`config.mk`:
```
export PLATFORM = sky130hd
export DESIGN_NAME = i2cRoleCtl
export DESIGN_NICKNAME = d
export VERILOG_FILES = /design/src/rtl/i2cRolePkg.sv /design/src/rtl/i2cRoleCtrl.sv /design/src/rtl/i2cRoleRegs.sv /design/src/rtl/i2cRoleCtl.sv
export SDC_FILE = /design/constraint.sdc
export NUM_CORES = 1
export LEC_CHECK = 0
export CAP_MARGIN = 25
export CORE_UTILIZATION = 40
export CTS_CLUSTER_SIZE = 14
export DETAILED_ROUTE_END_ITERATION = 7
export DONT_BUFFER_PORTS = 1
export PLACE_DENSITY = 0.58
export SLEW_MARGIN = 20
export SYNTH_ARGS = -nofsm -noshare
export SYNTH_HDL_FRONTEND = slang
export SYNTH_SLANG_ARGS = --single-unit
```
`constraint.sdc`:
```
create_clock -name clk -period 1.8 [get_ports clk]
set_input_delay 0 -clock clk [delete_from_list [all_inputs] [get_ports clk]]
set_output_delay 0 -clock clk [all_outputs]
set_load 0.02 [all_outputs]
```
`src/rtl/i2cRolePkg.sv`:
```
package i2cRolePkg;
  typedef struct packed {
    logic clrMaster;
    logic setXmit;
    logic clrXmit;
  } hwStrobes_t;
endpackage

```
`src/rtl/i2cRoleCtrl.sv`:
```
module i2cRoleCtrl
  import i2cRolePkg::*;
#(
  parameter int ADDR_W = 7,
  localparam int BYTE_W = ADDR_W + 1
) (
  input  logic              clk,
  input  logic              rst,
  input  logic              startDet,
  input  logic              byteDone,
  input  logic [BYTE_W-1:0] byteIn,
  input  logic              ackSampled,
  input  logic              ackOk,
  input  logic              stopDet,
  input  logic              arbLost,
  input  logic [ADDR_W-1:0] ownAddr,
  input  logic              freeMode,
  input  logic              isMaster,
  output hwStrobes_t        hw,
  output logic              matchPulse,
  output logic              dataPulse
);
  logic firstByte;
  logic ackPend;
  logic rwLat;
  logic addrPhase;
  logic matchNow;
  logic dataNow;
  logic ackHit;

  // the first byte after start is an address byte unless in free mode
  assign addrPhase = byteDone && firstByte && !freeMode;
  assign matchNow  = addrPhase && !isMaster && (byteIn[BYTE_W-1:1] == ownAddr);
  assign dataNow   = byteDone && !(firstByte && !freeMode);
  assign ackHit    = ackSampled && ackPend && ackOk;

  always_comb begin
    hw.clrMaster = stopDet || arbLost;
    hw.setXmit   = (matchNow && byteIn[0]) || (ackHit && !rwLat);
    hw.clrXmit   = (matchNow && !byteIn[0]) || (ackHit && rwLat);
  end

  always_ff @(posedge clk) begin
    if (rst) begin
      firstByte  <= 1'b0;
      ackPend    <= 1'b0;
      rwLat      <= 1'b0;
      matchPulse <= 1'b0;
      dataPulse  <= 1'b0;
    end else begin
      matchPulse <= matchNow;
      dataPulse  <= dataNow;
      if (startDet)                     firstByte <= 1'b1;
      else if (byteDone || stopDet)     firstByte <= 1'b0;
      if (startDet || stopDet) begin
        ackPend <= 1'b0;
      end else if (addrPhase && isMaster) begin
        ackPend <= 1'b1;
        rwLat   <= byteIn[0];
      end else if (ackSampled) begin
        ackPend <= 1'b0;
      end
    end
  end

  // match is a single-cycle pulse
  p_match_single_r4: assert property (@(posedge clk) disable iff (rst)
    matchPulse |=> !matchPulse);
  // match only as slave in addressing mode
  p_match_qual_r9: assert property (@(posedge clk) disable iff (rst)
    matchPulse |-> $past(!freeMode && !isMaster && byteDone));
  // match and data marker exclusive
  p_exclusive_r10: assert property (@(posedge clk) disable iff (rst)
    !(matchPulse && dataPulse));
endmodule

```
`src/rtl/i2cRoleRegs.sv`:
```
module i2cRoleRegs
  import i2cRolePkg::*;
#(
  parameter int ADDR_W = 7,
  localparam int BYTE_W = ADDR_W + 1
) (
  input  logic              clk,
  input  logic              rst,
  input  logic              addrWrEn,
  input  logic [BYTE_W-1:0] addrWrData,
  input  logic              roleWrEn,
  input  logic [1:0]        roleWrData,
  input  hwStrobes_t        hw,
  output logic [ADDR_W-1:0] ownAddr,
  output logic              freeMode,
  output logic              isMaster,
  output logic              isXmit
);
  always_ff @(posedge clk) begin
    if (rst) begin
      ownAddr  <= '0;
      freeMode <= 1'b0;
      isMaster <= 1'b0;
      isXmit   <= 1'b0;
    end else begin
      if (addrWrEn) begin
        ownAddr  <= addrWrData[BYTE_W-1:1];
        freeMode <= addrWrData[0];
      end
      // software write overrides any same-cycle hardware update
      if (roleWrEn) begin
        isMaster <= roleWrData[1];
        isXmit   <= roleWrData[0];
      end else begin
        if (hw.clrMaster) isMaster <= 1'b0;
        if (hw.setXmit)       isXmit <= 1'b1;
        else if (hw.clrXmit)  isXmit <= 1'b0;
      end
    end
  end
endmodule

```
`src/rtl/i2cRoleCtl.sv`:
```
module i2cRoleCtl
  import i2cRolePkg::*;
#(
  parameter int ADDR_W = 7,
  localparam int BYTE_W = ADDR_W + 1
) (
  input  logic              clk,
  input  logic              rst,
  input  logic              addrWrEn,
  input  logic [BYTE_W-1:0] addrWrData,
  input  logic              roleWrEn,
  input  logic [1:0]        roleWrData,
  input  logic              startDet,
  input  logic              byteDone,
  input  logic [BYTE_W-1:0] byteIn,
  input  logic              ackSampled,
  input  logic              ackOk,
  input  logic              stopDet,
  input  logic              arbLost,
  output logic              isMaster,
  output logic              isXmit,
  output logic [ADDR_W-1:0] ownAddr,
  output logic              freeMode,
  output logic              addrMatch,
  output logic              dataByte
);
  hwStrobes_t hw;

  i2cRoleCtrl #(.ADDR_W(ADDR_W)) u_ctrl (
    .clk(clk), .rst(rst), .startDet(startDet), .byteDone(byteDone),
    .byteIn(byteIn), .ackSampled(ackSampled), .ackOk(ackOk),
    .stopDet(stopDet), .arbLost(arbLost), .ownAddr(ownAddr),
    .freeMode(freeMode), .isMaster(isMaster), .hw(hw),
    .matchPulse(addrMatch), .dataPulse(dataByte)
  );

  i2cRoleRegs #(.ADDR_W(ADDR_W)) u_regs (
    .clk(clk), .rst(rst), .addrWrEn(addrWrEn), .addrWrData(addrWrData),
    .roleWrEn(roleWrEn), .roleWrData(roleWrData), .hw(hw),
    .ownAddr(ownAddr), .freeMode(freeMode), .isMaster(isMaster),
    .isXmit(isXmit)
  );

  // stop or lost arbitration drops master role
  p_drop_master_r3: assert property (@(posedge clk) disable iff (rst)
    (stopDet || arbLost) && !roleWrEn |=> !isMaster);
  // slave direction follows the received read/write bit
  p_slave_dir_r5: assert property (@(posedge clk) disable iff (rst)
    addrMatch && !$past(roleWrEn) |-> isXmit == $past(byteIn[0]));
  // software role write is what appears
  p_sw_wins_r11: assert property (@(posedge clk) disable iff (rst)
    roleWrEn |=> {isMaster, isXmit} == $past(roleWrData));
endmodule

```
== Word level (Yosys, flattened, before mapping) ==
Cells that the tools add are included.
Storage, ports and cells
  bits in registers: 15
  bits of input ports: 28
  output and inout bits: 12
  logic and storage cells: 49
Cells by class
  equal/unequal tests: 1
  muxes and demuxes: 9
  bitwise gates (word level): 1
  reduce and logical (&&, ||, !) cells: 29
Operators with widths (count)
  $logic_and 1x1->1: 13
  $mux 1: 9
  $eq 7x7->1: 1
  $reduce_bool 2->1: 3
  $logic_not 1->1: 5
  $logic_or 1x1->1: 5
  $reduce_bool 3->1: 1
  $reduce_and 2->1: 1
  $reduce_or 2->1: 1
  $not 1->1: 1

== Depth between registers and ports, before layout ==
Gate-level depths: netlist of the first run.
  word-level depth: 9
  gate-level depth with buffers: 4
  depth with buffers taken out: 4

== By module ==
A second synthesis of the first run with hierarchy kept.
Second synthesis, totals
  cells, all modules: 70
  area, all modules: 678.2 um^2
By module, submodules not included
  i2cRoleRegs: times used 1, cells each 35, area each 361.6 um^2, sequential area each 200.2 um^2
  i2cRoleCtrl: times used 1, cells each 35, area each 316.6 um^2, sequential area each 100.1 um^2

== Worst setup path before layout of the first run ==
Ideal clock, no wire load.
  path type: flip-flop to flip-flop
  from: register u_regs.ownAddr[4]
  to: register u_regs.isXmit
  library setup time: 87 ps
  data arrival time: 1242 ps
  required time: 1713 ps
  slack: 471 ps
  cell stages (with the launch flop): 5
  buffers on the path: 0
  clock period less this slack: 1329 ps
  path through: dfxtp_1 -> xor2_1 -> nor4_4 -> a31oi_1 -> nor4b_2
On the way
  longest elaborated chain between the ends: 6
  elaborated cells between the ends (all ways): 9
  those cells by class: eq/ne (1); mux (2); reduce/logical (6)
RTL lines
  start: declaration: RTL line i2cRoleRegs.sv:14  | output logic [ADDR_W-1:0] ownAddr,
  start signal: assignment: RTL line i2cRoleRegs.sv:27  | ownAddr <= addrWrData[BYTE_W-1:1];
  $eq 7x7->1 (*): RTL line i2cRoleCtrl.sv:33  | assign matchNow = addrPhase && !isMaster && (byteIn[BYTE_W-1:1] == ownAddr);
  $logic_and 1x1->1 (*): RTL line i2cRoleCtrl.sv:33
  $logic_and 1x1->1: RTL line i2cRoleCtrl.sv:39  | hw.setXmit = (matchNow && byteIn[0]) || (ackHit && !rwLat);
  $logic_or 1x1->1: RTL line i2cRoleCtrl.sv:39
  $mux 1: RTL line i2cRoleRegs.sv:36  | if (hw.setXmit) isXmit <= 1'b1;
  $mux 1: RTL line i2cRoleRegs.sv:31  | if (roleWrEn) begin
  end signal: assignment: RTL line i2cRoleRegs.sv:33  | isXmit <= roleWrData[0];
  end: declaration: RTL line i2cRoleRegs.sv:17  | output logic isXmit
Every way passes the cells marked *; elsewhere a longest branch is shown, timed or not.
A chain may end at the register's enable or synchronous reset.

==> results.sh, run 1 <==
export IMPL_hold_path_end="u_ctrl.rwLat"
export IMPL_switching_share_pct=26.0
export IMPL_worstMarginPinSlew_ns=0.573
export IMPL_drv_slew=0
export IMPL_worst_setup_path_type="flip-flop to flip-flop"
export IMPL_seqCellArea_um2=300
export IMPL_rr_startpoint="u_regs.isMaster"
export IMPL_cts_resized=0
export IMPL_r2r_end="u_regs.isMaster"
export IMPL_die_area_um2=1890
export IMPL_htree_levels=1
export IMPL_hold_start="byteDone"
export IMPL_r2r_slack_ns=0.20
export IMPL_hold_buffers=25
export IMPL_multi_input_area_um2=378
export IMPL_synth_top_area_share_pct=43.7
export IMPL_end_kind="flip-flop"
export IMPL_ys_seq_elements=15
export IMPL_first_pass_iters=6
export IMPL_post_route_drc_count=4
export IMPL_synth_cell_type_count=22
export IMPL_grt_util_all_layers_pct=18.6
export IMPL_rsz0062_at_grt="no"
export IMPL_clk_path_buf_depth=2
export IMPL_post_cts_buffers=0
export IMPL_clkLatencyLatePin_ns=0.27
export IMPL_wirelength_um=1590
export IMPL_syn_avg_cell_area_um2=10.1
export IMPL_r2r_cells=4
export IMPL_fin_util_pct=62.5
export IMPL_drive_gt1_share_pct=7.37
export IMPL_cts_sinks=15
export IMPL_ys_seq_area_share_pct=43.7
export IMPL_path_cells="nor4b_1 -> a21oi_1 -> dlygate4sd3_1 -> nor2_1"
export IMPL_cts_buffers=3
export IMPL_synth_top_area_cell="dfxtp_1"
export IMPL_drv_cap=0
export IMPL_slowest_stage="dlygate4sd3_1"
export IMPL_leakage_nw=0.409
export IMPL_grt_pass1_vias=653
export IMPL_num_vias=602
export IMPL_overflow=0
export IMPL_synthesis_nets=96
export IMPL_netlist_top_cells_area="dfxtp_1, mux2i_1, xor2_1"
export IMPL_die_x_um=43.4
export IMPL_hpwl_um=973
export IMPL_cp_slowest_stage_delay_ns=0.57
export IMPL_pin_count=40
export IMPL_min_path_cells=3
export IMPL_clock_root_buffer="clkbuf_4"
export IMPL_wl_per_cell_um=14.3
export IMPL_drtIter0Drc=13
export IMPL_diodes=0
export IMPL_path_max_fanout=4
export IMPL_std_cell_rows=14
export IMPL_synth_area_um2=687
export IMPL_finish_net_count=124
export IMPL_period_share_pct=89.0
export IMPL_combPwrFrac_pct=16.9
export IMPL_p_int_uw=506
export IMPL_clkPwrFrac_pct=27.6
export IMPL_power_density_nw_per_um2=702
export IMPL_ys_warn_count=0
export IMPL_async_reset_ff_share_pct=0
export IMPL_gp_congestion=0.691
export IMPL_synth_flop_cell="dfxtp_1"
export IMPL_power_uw=684
export IMPL_numPortBuffers=0
export IMPL_synthCells=68
export IMPL_clk_pin_slew_ns=0.09
export IMPL_final_cells=111
export IMPL_start_util_pct=44.1
export IMPL_cts_tree="built"
export IMPL_antenna_found_initial=0
export IMPL_switchingPower_uw=178
export IMPL_ant_nets=0
export IMPL_seq_power_share_pct=55.4
export IMPL_violations="design-rule violations"
export IMPL_placed_cells=82
export IMPL_areaGrowthSynthToFinish_pct=41.9
export IMPL_via_per_inst=5.42
export IMPL_fmax_mhz=624
export IMPL_dieHeight_um=43.4
export IMPL_status="finished with violations"
export IMPL_clock_skew_final_ns=0.00126
export IMPL_fillers=144
export IMPL_peakVddDrop_uv=466
export IMPL_worstPathArrival_ns=1.82
export IMPL_grt_pass1_wl_um=2570
export IMPL_hold_violations=0
export IMPL_synth_edf_count=0
export IMPL_min_period_ns=1.60
export IMPL_worst_hold_slack_ns=0.0113
export IMPL_min_path_type="input pin to flip-flop"
export IMPL_finalSetupTns_ns=0
export IMPL_max_slew_margin_rel_pct=61.7
export IMPL_grt_max_degree=16
export IMPL_core_area_um2=1560
export IMPL_crit_required_ns=2.01
export IMPL_start_kind="flip-flop"
export IMPL_finalSetupViolCount=0
## cell usage after synthesis, drive strengths merged (2+ instances only)
library cell,count
nor3,2
nand4,3
nor2b,2
mux2i,9
dfxtp,15
xor2,7
nor4b,2
nor2,14
a21oi,3
## layout make-up
type	count	area share [%]
Clock buffer	4	2.70
Multi-Input combinational cell	51	38.8
Sequential cell	15	30.8
Tap cell	16	2.05
Timing Repair Buffer	25	25.7
## worst max-delay path by stage
stage / depth (start not counted) / endpoint / startpoint
floorplan: 4 / u_regs.isXmit / u_regs.ownAddr[4]
global placement: 4 / u_regs.isXmit / u_regs.ownAddr[4]
detailed placement: 4 / u_regs.isXmit / u_regs.ownAddr[4]
CTS: 4 / u_ctrl.ackPend / u_regs.freeMode
global route: 4 / u_regs.isMaster / u_regs.isMaster
finish: 4 / u_regs.isMaster / u_regs.isMaster
## cells in the final DEF (no fill, tap or decap)
cell,instances
nand3_1,1
nor2_1,14
and4b_1,1
clkbuf_4,3
nand4_1,3
nor2b_1,2
nand3b_1,1
nor4_4,1
xor2_1,7
clkbuf_1,1
mux2i_1,9
nor4b_2,1
dlygate4sd3_1,25
a31oi_1,1
a21oi_1,3
a21o_1,1
a31o_2,1
nor4b_1,1
nor3_4,1
nor3b_1,1
dfxtp_1,15
and3b_1,1
nor3_1,1
## metrics by stage
| stage | setup slack [ns] | cell area, um^2 |
|---|---|---|
| floorplan | 0.471 | 687 |
| global placement | 0.440 | 698 |
| detailed placement | 0.382 | 698 |
| CTS | 0.248 | 975 |
| global route | 0.0974 | 975 |
| finish | 0.198 | 975 |
## power by group through the flow
stage / clock, mW / sequential (mW) / combinational, mW
after floorplan: 0 / 0.384 / 0.0615
after global placement: 0 / 0.387 / 0.0594
after detailed placement: 0 / 0.387 / 0.0605
after CTS: 0.195 / 0.379 / 0.115
after global routing: 0.212 / 0.381 / 0.125
final: 0.189 / 0.379 / 0.116
## critical path: cells and delay by family (launching register included)
family	cells	cell delay [ns]
AO/OA/AOI/OAI	1	0.08
flip-flops	1	0.48
buffers and inverters	1	0.57
AND/OR/NAND/NOR	2	0.40
## logic make-up (layout without fill, tap and decap cells)
kind of cell,count (synthesis),count (layout),share of synthesized area (%)
buffers and inverters,2,29,1.27
DFF,15,15,43.7
and+or+nand+nor,29,29,27.5
AOI/OAI and AO/OA,6,6,5.47
muxes,9,9,13.1
xor gates and xnor gates,7,7,8.93
## flip-flops by register name, summed over array words and instances, names as in the netlist
name / flops
u_ctrl.dataPulse: 1
u_regs.ownAddr: 7
u_ctrl.matchPulse: 1
u_regs.isMaster: 1
u_ctrl.firstByte: 1
u_regs.freeMode: 1
u_regs.isXmit: 1
u_ctrl.ackPend: 1
u_ctrl.rwLat: 1
## per-layer routing
metal / GRT usage [%] / part of all wire [%]
met2: 33.6 / 54
met1: 20.8 / 39
met4: 9.38 / 0.63
met3: 3.33 / 6.9
met5: 0 / 0
Note: power is estimated with default switching activity, not from simulation.
==> run 2, diff against run 1 <==
--- a/config.mk
+++ b/config.mk
@@ -10,7 +10,7 @@
 export CTS_CLUSTER_SIZE = 14
 export DETAILED_ROUTE_END_ITERATION = 7
 export DONT_BUFFER_PORTS = 1
-export PLACE_DENSITY = 0.58
+export PLACE_DENSITY = 0.6
 export SLEW_MARGIN = 20
 export SYNTH_ARGS = -nofsm -noshare
 export SYNTH_HDL_FRONTEND = slang
==> run 2 against run 1 <==
The flow still finishes with violations (design-rule violations). Design area up 1.2%. First-iteration DRC count is 7.7% lower. Non-clock buffer count rose by 1. Cell count is 0.90% higher. Largest cell class unchanged. Largest power group unchanged. Highest routed layer unchanged.
==> results.sh, run 2 (synthesis results as in run 1) <==
export IMPL_start_kind="flip-flop"
export IMPL_hold_violations=0
export IMPL_cts_tree="built"
export IMPL_rsz0062_at_grt="no"
export IMPL_clkPwrFrac_pct=28.0
export IMPL_std_cell_rows=14
export IMPL_period_share_pct=88.1
export IMPL_ant_nets=0
export IMPL_p_int_uw=504
export IMPL_clkLatencyLatePin_ns=0.29
export IMPL_min_path_type="input pin to flip-flop"
export IMPL_r2r_end="u_regs.isMaster"
export IMPL_worst_setup_path_type="flip-flop to flip-flop"
export IMPL_r2r_cells=4
export IMPL_cts_sinks=15
export IMPL_clk_pin_slew_ns=0.09
export IMPL_violations="design-rule violations"
export IMPL_stdcell_area_um2=986
export IMPL_post_route_drc_count=4
export IMPL_drtIter0Drc=12
export IMPL_die_x_um=43.4
export IMPL_areaGrowthSynthToFinish_pct=43.5
export IMPL_final_cells=112
export IMPL_final_cell_mix="dlygate4sd3_1, dfxtp_1, nor2_1, mux2i_1, xor2_1"
export IMPL_min_period_ns=1.59
export IMPL_r2r_slack_ns=0.21
export IMPL_path_max_fanout=4
export IMPL_drive_gt1_share_pct=8.33
export IMPL_regMostFlops="u_regs.ownAddr"
export IMPL_finalSetupTns_ns=0
export IMPL_finalWorstSetupSlack_ns=0.214
export IMPL_seq_power_share_pct=55.0
export IMPL_antenna_found_initial=0
export IMPL_crit_required_ns=2.03
export IMPL_overflow=0
export IMPL_grt_max_degree=16
export IMPL_max_slew_margin_rel_pct=60.2
export IMPL_dieHeight_um=43.4
export IMPL_pin_count=40
export IMPL_hold_path_end="u_ctrl.rwLat"
export IMPL_drv_slew=0
export IMPL_status="finished with violations"
export IMPL_finish_net_count=125
export IMPL_fin_util_pct=63.2
export IMPL_largest_reg_flops=7
export IMPL_worstMarginPinSlew_ns=0.594
export IMPL_peakVddDrop_uv=456
export IMPL_end_kind="flip-flop"
export IMPL_gp_congestion=0.663
export IMPL_clock_skew_final_ns=0.00401
export IMPL_cts_buffers=3
export IMPL_clock_root_buffer="clkbuf_4"
export IMPL_htree_levels=1
export IMPL_drv_cap=0
export IMPL_switchingPower_uw=186
export IMPL_wl_per_cell_um=14.4
export IMPL_power_density_nw_per_um2=700
export IMPL_grt_pass1_wl_um=2620
export IMPL_worstPathArrival_ns=1.81
export IMPL_diodes=0
export IMPL_core_area_um2=1560
export IMPL_leakage_nw=0.417
export IMPL_finalSetupViolCount=0
export IMPL_placed_cells=82
export IMPL_hpwl_um=988
export IMPL_first_pass_iters=6
export IMPL_switching_share_pct=26.9
export IMPL_start_util_pct=44.1
export IMPL_seqCellArea_um2=300
export IMPL_via_per_inst=5.40
export IMPL_placedInstanceArea_um2=698
export IMPL_rr_startpoint="u_regs.isMaster"
export IMPL_grt_pass1_vias=636
export IMPL_cts_resized=0
export IMPL_num_vias=605
export IMPL_hold_start="byteDone"
export IMPL_numPortBuffers=0
export IMPL_wirelength_um=1610
export IMPL_die_area_um2=1890
export IMPL_clk_path_buf_depth=2
export IMPL_mostFrequentLayoutCell="dlygate4sd3_1"
export IMPL_combPwrFrac_pct=17.0
export IMPL_grt_util_all_layers_pct=19.0
export IMPL_fillers=131
export IMPL_min_path_cells=3
export IMPL_fmax_mhz=631
export IMPL_place_ws_ns=0.366
export IMPL_multi_input_area_um2=378
run 2: area by class of cell:
type / instances / area share, %
repair buffers: 26 / 26.4
flip-flops and latches: 15 / 30.5
clock inverters: 1 / 0.508
multi-input cells: 51 / 38.3
well taps: 16 / 2.03
clock buffers: 3 / 2.28
run 2: metal layers:
metal | GRT usage (%) | vias up | part of all wire [%]
met3 | 2.50 | 4 | 4.8
li1 | - | 299 | -
met2 | 31.8 | 24 | 52
met5 | 0 | - | 0
met4 | 11.3 | 0 | 1.9
met1 | 23.4 | 278 | 42
run 2: through the flow:
step | hold slack [ns] | total power, mW
floorplan | 0.0691 | 0.445
global placement | 0.0729 | 0.446
detailed placement | 0.0760 | 0.447
CTS | 0.00236 | 0.698
global route | 0.0480 | 0.723
finish | 0.00810 | 0.690
run 2: worst max-delay path by stage:
stage	from	to	slack [ns]	cells after the start
3_3_place_gp	u_regs.ownAddr[4]	u_regs.isXmit	0.44	4
4_1_cts	u_regs.freeMode	u_ctrl.ackPend	0.27	4
3_5_place_dp	u_regs.ownAddr[4]	u_regs.isXmit	0.37	4
6_report	u_regs.isMaster	u_regs.isMaster	0.21	4
5_1_grt	u_regs.isMaster	u_regs.isMaster	0.09	4
2_1_floorplan	u_regs.ownAddr[4]	u_regs.isXmit	0.47	4
run 2: power groups by stage:
stage	Clock, mW	Combinational, mW	Sequential (mW)
after floorplan	0	0.0615	0.384
after global placement	0	0.0592	0.387
after detailed placement	0	0.0606	0.387
after CTS	0.203	0.116	0.379
after global routing	0.214	0.127	0.382
final	0.193	0.117	0.380
run 2: worst max-delay path, stage by stage (launching register included):
cell	delay, ns
dfxtp_1	0.50
nor4b_1	0.32
a21oi_1	0.07
dlygate4sd3_1	0.56
nor2_1	0.08
run 2: repair_timing:
| action | CTS | global route |
|---|---|---|
| endpoints found under the hold margin | 15 | 0 |
| setup buffers | 0 | 0 |
| hold buffers | 26 | 0 |
